### src/rtl/pin_ctrl_pkg.sv
package pin_ctrl_pkg;
  localparam int OFF_W = 6;

  localparam logic [OFF_W-1:0] OFF_MSTAT = 6'h00;
  localparam logic [OFF_W-1:0] OFF_STAT  = 6'h04;
  localparam logic [OFF_W-1:0] OFF_MSET  = 6'h08;
  localparam logic [OFF_W-1:0] OFF_MCLR  = 6'h0C;
  localparam logic [OFF_W-1:0] OFF_DIR   = 6'h10;
  localparam logic [OFF_W-1:0] OFF_OUT   = 6'h14;
  localparam logic [OFF_W-1:0] OFF_IN    = 6'h18;
  localparam logic [OFF_W-1:0] OFF_MODE  = 6'h20;
endpackage

### src/rtl/pin_sync.sv
module pin_sync #(
  parameter int W      = 32,
  parameter int STAGES = 2
) (
  input  logic         clk,
  input  logic         rst,
  input  logic [W-1:0] d,
  output logic [W-1:0] q
);
  logic [W-1:0] stage_q [STAGES];

  always_ff @(posedge clk) begin
    if (rst) begin
      for (int i = 0; i < STAGES; i++) stage_q[i] <= '0;
    end else begin
      stage_q[0] <= d;
      for (int i = 1; i < STAGES; i++) stage_q[i] <= stage_q[i-1];
    end
  end

  assign q = stage_q[STAGES-1];
endmodule

### src/rtl/pin_section.sv
module pin_section
  import pin_ctrl_pkg::*;
#(
  parameter int PINS = 8
) (
  input  logic             clk,
  input  logic             rst,
  input  logic             wr_en,
  input  logic [OFF_W-1:0] off,
  input  logic [PINS-1:0]  wdata,
  input  logic [PINS-1:0]  sin,
  output logic [PINS-1:0]  rdata,
  output logic [PINS-1:0]  dir_o,
  output logic [PINS-1:0]  out_o,
  output logic [PINS-1:0]  mstat_o
);
  logic [PINS-1:0] dir_q, out_q, msk_q, sts_q, mode_q, prev_q;
  logic [PINS-1:0] set_v, clr_v;

  // level-mode pins raise while high; edge-mode pins only on a 0->1 step
  assign set_v = sin & (mode_q | ~prev_q);
  assign clr_v = (wr_en && off == OFF_STAT) ? wdata : '0;

  always_ff @(posedge clk) begin
    if (rst) begin
      dir_q  <= '1;
      out_q  <= '0;
      msk_q  <= '1;
      sts_q  <= '0;
      mode_q <= '0;
      prev_q <= '0;
    end else begin
      prev_q <= sin;
      sts_q  <= (sts_q & ~clr_v) | set_v;
      if (wr_en) begin
        case (off)
          OFF_MSET: msk_q  <= msk_q | wdata;
          OFF_MCLR: msk_q  <= msk_q & ~wdata;
          OFF_DIR:  dir_q  <= wdata;
          OFF_OUT:  out_q  <= wdata;
          OFF_MODE: mode_q <= wdata;
          default:  ;
        endcase
      end
    end
  end

  always_comb begin
    case (off)
      OFF_MSTAT: rdata = sts_q & ~msk_q;
      OFF_STAT:  rdata = sts_q;
      OFF_MSET:  rdata = msk_q;
      OFF_DIR:   rdata = dir_q;
      OFF_OUT:   rdata = out_q;
      OFF_IN:    rdata = sin;
      OFF_MODE:  rdata = mode_q;
      default:   rdata = '0;
    endcase
  end

  assign dir_o   = dir_q;
  assign out_o   = out_q;
  assign mstat_o = sts_q & ~msk_q;


  sts_cause_chk: assert property (@(posedge clk) disable iff (rst)
    1'b1 |=> ((sts_q & ~$past(sts_q) &
              ~($past(sin) & ($past(mode_q) | ~$past(prev_q)))) == '0));


  level_hold_chk: assert property (@(posedge clk) disable iff (rst)
    1'b1 |=> (($past(mode_q & sin) & ~sts_q) == '0));


  mask_set_chk: assert property (@(posedge clk) disable iff (rst)
    (wr_en && off == OFF_MSET) |=> ((msk_q & $past(wdata)) == $past(wdata)));
endmodule

### src/rtl/pin_ctrl_top.sv
module pin_ctrl_top
  import pin_ctrl_pkg::*;
#(
  parameter int NUM_SECT = 4,
  parameter int SECT_W   = 8,
  parameter int DATA_W   = 32,
  parameter int SYNC_N   = 2,
  localparam int SEL_W   = $clog2(NUM_SECT),
  localparam int ADDR_W  = SEL_W + OFF_W,
  localparam int NPIN    = NUM_SECT * SECT_W
) (
  input  logic              clk,
  input  logic              rst,
  input  logic [ADDR_W-1:0] bus_addr,
  input  logic              bus_wr,
  input  logic [DATA_W-1:0] bus_wdata,
  output logic [DATA_W-1:0] bus_rdata,
  input  logic [NPIN-1:0]   pin_in,
  output logic [NPIN-1:0]   pin_oe,
  output logic [NPIN-1:0]   pin_out,
  output logic              irq
);
  logic [SEL_W-1:0]  sect;
  logic [OFF_W-1:0]  off;
  logic [NPIN-1:0]   pin_s, dir_all, mstat_all;
  logic [SECT_W-1:0] sec_rd [NUM_SECT];
  logic [DATA_W-1:0] rdata_q;
  logic              irq_q;
  logic              unused_wbits;

  assign sect         = bus_addr[ADDR_W-1:OFF_W];
  assign off          = bus_addr[OFF_W-1:0];
  assign unused_wbits = ^bus_wdata[DATA_W-1:SECT_W];

  pin_sync #(.W(NPIN), .STAGES(SYNC_N)) i_sync (
    .clk (clk),
    .rst (rst),
    .d   (pin_in),
    .q   (pin_s)
  );

  for (genvar s = 0; s < NUM_SECT; s++) begin : g_sect
    pin_section #(.PINS(SECT_W)) i_sect (
      .clk     (clk),
      .rst     (rst),
      .wr_en   (bus_wr && sect == SEL_W'(s)),
      .off     (off),
      .wdata   (bus_wdata[SECT_W-1:0]),
      .sin     (pin_s[s*SECT_W +: SECT_W]),
      .rdata   (sec_rd[s]),
      .dir_o   (dir_all[s*SECT_W +: SECT_W]),
      .out_o   (pin_out[s*SECT_W +: SECT_W]),
      .mstat_o (mstat_all[s*SECT_W +: SECT_W])
    );
  end

  always_ff @(posedge clk) begin
    if (rst) begin
      rdata_q <= '0;
      irq_q   <= 1'b0;
    end else begin
      rdata_q <= {{(DATA_W-SECT_W){1'b0}}, sec_rd[sect]};
      irq_q   <= |mstat_all;
    end
  end

  assign bus_rdata = rdata_q;
  assign irq       = irq_q;
  assign pin_oe    = ~dir_all;


  reset_state_chk: assert property (@(posedge clk)
    rst |=> (pin_oe == '0 && pin_out == '0 && !irq && bus_rdata == '0));
endmodule

### config.mk
export PLATFORM = sky130hd
export DESIGN_NAME = pin_ctrl_top
export DESIGN_NICKNAME = d
export VERILOG_FILES = /design/src/rtl/pin_ctrl_pkg.sv /design/src/rtl/pin_sync.sv /design/src/rtl/pin_section.sv /design/src/rtl/pin_ctrl_top.sv
export SDC_FILE = /design/constraint.sdc
export NUM_CORES = 1
export LEC_CHECK = 0
export BUFFER_PORTS_ARGS = -buffer_cell sky130_fd_sc_hd__buf_2
export CAP_MARGIN = 20
export CORE_UTILIZATION = 40
export DETAILED_ROUTE_END_ITERATION = 6
export GPL_TIMING_DRIVEN = 0
export PLACE_DENSITY = 0.68
export SYNTH_ARGS = -nofsm -noshare
export SYNTH_HDL_FRONTEND = slang
export SYNTH_HIERARCHICAL = 1
export SYNTH_SLANG_ARGS = --single-unit
### constraint.sdc
create_clock -name clk -period 2.1 [get_ports clk]
set_input_delay 0.21 -clock clk [delete_from_list [all_inputs] [get_ports clk]]
set_output_delay 0.21 -clock clk [all_outputs]
set_load 0.01 [all_outputs]
==> results_dict.tcl <==
set metrics [dict create \
    yosys-top-cells-area "dfxtp_1 (40%), mux2i_1 (7.2%), and3b_1 (4.8%)" \
    avgViaCountPerCell 5.49 \
    cts_root_buffer "clkbuf_16" \
    numClockSinks 265 \
    cp_num_buf_inv 2 \
    gp_congestion 0.941 \
    cp.required_ps 2550 \
    diodes 0 \
    antenna_found_initial 1 \
    vias 11600 \
    critPathMaxFanout 20 \
    die-area_um2 34000 \
    drive_gt1_frac 0.228 \
    hold_viol_final 0 \
    dp_cells 2020 \
    critPathCaptureType "register" \
    ios 172 \
    p_leak_nw 7.00 \
    die_h_um 184 \
    path_delay_family "simple AND/OR/NAND/NOR gates" \
    fillers 3115 \
    ys_warn_count 6 \
    grt_usage 0.253 \
    final_antenna_net_count 0 \
    setup_viol 0 \
    max_freq_ghz 0.490 \
    ys_seq_area_frac 0.399 \
    drtIter0Drc 966 \
    status "finished clean" \
    routed_wl_um 43400 \
    path_class "in2reg" \
    cts_inserted_buffers 30 \
    clk_pin_slew_ps 60 \
    ys_seq_elements 265 \
    slew_headroom 0.502 \
    fin_crit_ps 2040 \
    grt_pass1_wl_um 65400 \
    critPathMaxStageDelay_ps 600 \
    syn_avg_cell_area_um2 9.29 \
    syn_inst 1431 \
    core_um2 32600 \
    io_buffers 120 \
    clock_latency_ps 570 \
    worstPathCellList "clkbuf_4 -> nor4_4 -> clkbuf_1 -> o31ai_1 -> o221ai_1 -> mux4_2 -> nor2b_1" \
    yosysUniqueCellTypes 37 \
    cts_buffer_depth 3 \
    wire_per_inst_um 20.5 \
    worstMarginPinSlew_ps 737 \
    nets 1729 \
    critPathLaunchType "input port" \
    timing.final.crit_share 0.971 \
    grt-ovfl-total 0 \
    design_power_total_mw 11.9 \
    htreeDepth 1 \
    worstHoldPathType "in2reg" \
    initial_core_util 0.407 \
    power.density_nw_per_um2 739 \
    yosysTopAreaCell "dfxtp_1" \
    grt_max_degree 27 \
    syn_area_um2 13300 \
    grt_pass1_vias 11000 \
    rsz0062_at_grt "false" \
    areaGrowthSynthToFinish_pct 21.2 \
    cap_violations 0 \
    row_count 66 \
    vdd_drop_max_mv 0.718 \
    cp_slowest_cell "nor4_4" \
    instances_no_fill 2120 \
    crit_arrival_ps 2490 \
    drcViolationCount 0 \
    die_x_um 184 \
    dp_hpwl_um 31000 \
    synth_top_area_share 0.399 \
    fin_worst_skew_ps 18.5 \
    drtPass1Iterations 5 \
    slew_violations 0 \
    cts_tree "done" \
]
-- path summary, 6_finish.rpt --
path | from | to | slack (ps) | cells past startpoint
max reg2reg | g_sect[0].i_sect/sts_q[4] | bus_rdata[4] | 140 | 5
min | bus_addr[1] | g_sect[1].i_sect/mode_q[7] | 20 | 4
min reg2reg | i_sync/stage_q[0][0] | i_sync/stage_q[0][32] | 420 | 1
max | bus_addr[3] | bus_rdata[7] | 60 | 7
-- worst register-to-register path: stages, from the launching register on --
cell	delay, ps
dfxtp_1	360
nor4b_1	170
o31ai_1	310
o221ai_1	300
mux4_2	500
nor2b_1	170
-- metal layers --
metal	vias to the layer above	global-route usage	share of wire
li1	5486	-	-
met1	5555	0.331	0.42
met2	496	0.412	0.46
met3	104	0.0393	0.071
met4	0	0.108	0.041
met5	-	0	0
-- kinds of logic after synthesis --
group,synth area share
DFF,0.399
other,0.000282
and+or+nand+nor,0.248
muxes,0.0859
AOI/OAI and AO/OA,0.159
buffers and inverters,0.109
-- synthesized netlist by cell type (all sizes together) --
master,count
and3b,73
or4b,4
nor3b,1
nand3,96
mux2i,96
nor2,33
o21ai,96
mux4,8
nand2,5
nand3b,8
a21oi,97
conb,1
inv,96
nor2b,140
and3,1
clkbuf,68
or4,4
and4,2
nor4b,44
nor3,32
buf,109
nand2b,12
o41ai,32
dfxtp,265
o31ai,32
nor4,12
o221ai,32
a211o,32
-- layout by cell type (no fill, tap or decap), types with 4 or more instances in the layout --
master,n
buf_1,10
nor3_1,32
o31ai_1,32
nand3_1,96
nor2_1,33
conb_1,24
dfxtp_1,265
o41ai_1,24
mux2i_1,96
nor4_4,4
o21ai_0,96
inv_1,96
dlygate4sd3_1,37
nand2b_1,12
nand3b_1,8
clkbuf_1,60
nor4_1,8
o41ai_2,8
or4_1,4
clkbuf_2,13
nor4b_1,36
nor2b_1,80
buf_4,69
clkbuf_16,31
bufinv_16,5
clkinv_2,9
a21oi_1,97
and3b_1,73
buf_2,135
nor4b_4,8
nand2_1,5
or4b_1,4
mux4_2,8
buf_6,14
a211o_1,32
buf_8,6
o221ai_1,32
nor2b_2,60
-- per-stage QoR --
step / util / worst slack [ps] / TNS, ps / area (um^2) / hold WS, ps
after floorplan: - / 90.3 / 0 / 13400 / 279
after global placement: 0.445 / -841 / -15200 / 14500 / 420
after detailed placement: 0.447 / -850 / -15770 / 14600 / 422
after CTS: 0.491 / 31.6 / 0 / 16000 / 0.330
after global routing: 0.494 / 1.69 / 0 / 16100 / 27.1
final: 0.494 / 60.3 / 0 / 16100 / 21.3
-- power breakdown --
| group | switching, mW | internal [mW] |
|---|---|---|
| logic | 0.656 | 0.460 |
| registers | 0.0585 | 5.14 |
| clock network | 2.23 | 3.36 |
-- cell type report --
class | count | area, um^2 | share of cell area
Tap cell | 442 | 553 | 0.0343
Inverter | 96 | 360 | 0.0224
Clock inverter | 21 | 256 | 0.0159
Sequential cell | 265 | 5310 | 0.329
Multi-Input combinational cell | 916 | 6670 | 0.414
Buffer | 177 | 1100 | 0.0683
Timing Repair Buffer | 168 | 1070 | 0.0662
Clock buffer | 35 | 801 | 0.0497
-- what timing repair did --
item                                    in CTS  in global routing
hold buffers                                37                  0
resized for setup                            8                 21
buffers inserted                             0                  7
cloned                                       0                  0
hold endpoints to repair                    38                  0
pin swaps                                    0                  1
endpoints found under the setup margin       8                 16
No activity file was read; power rests on OpenSTA's default activity.
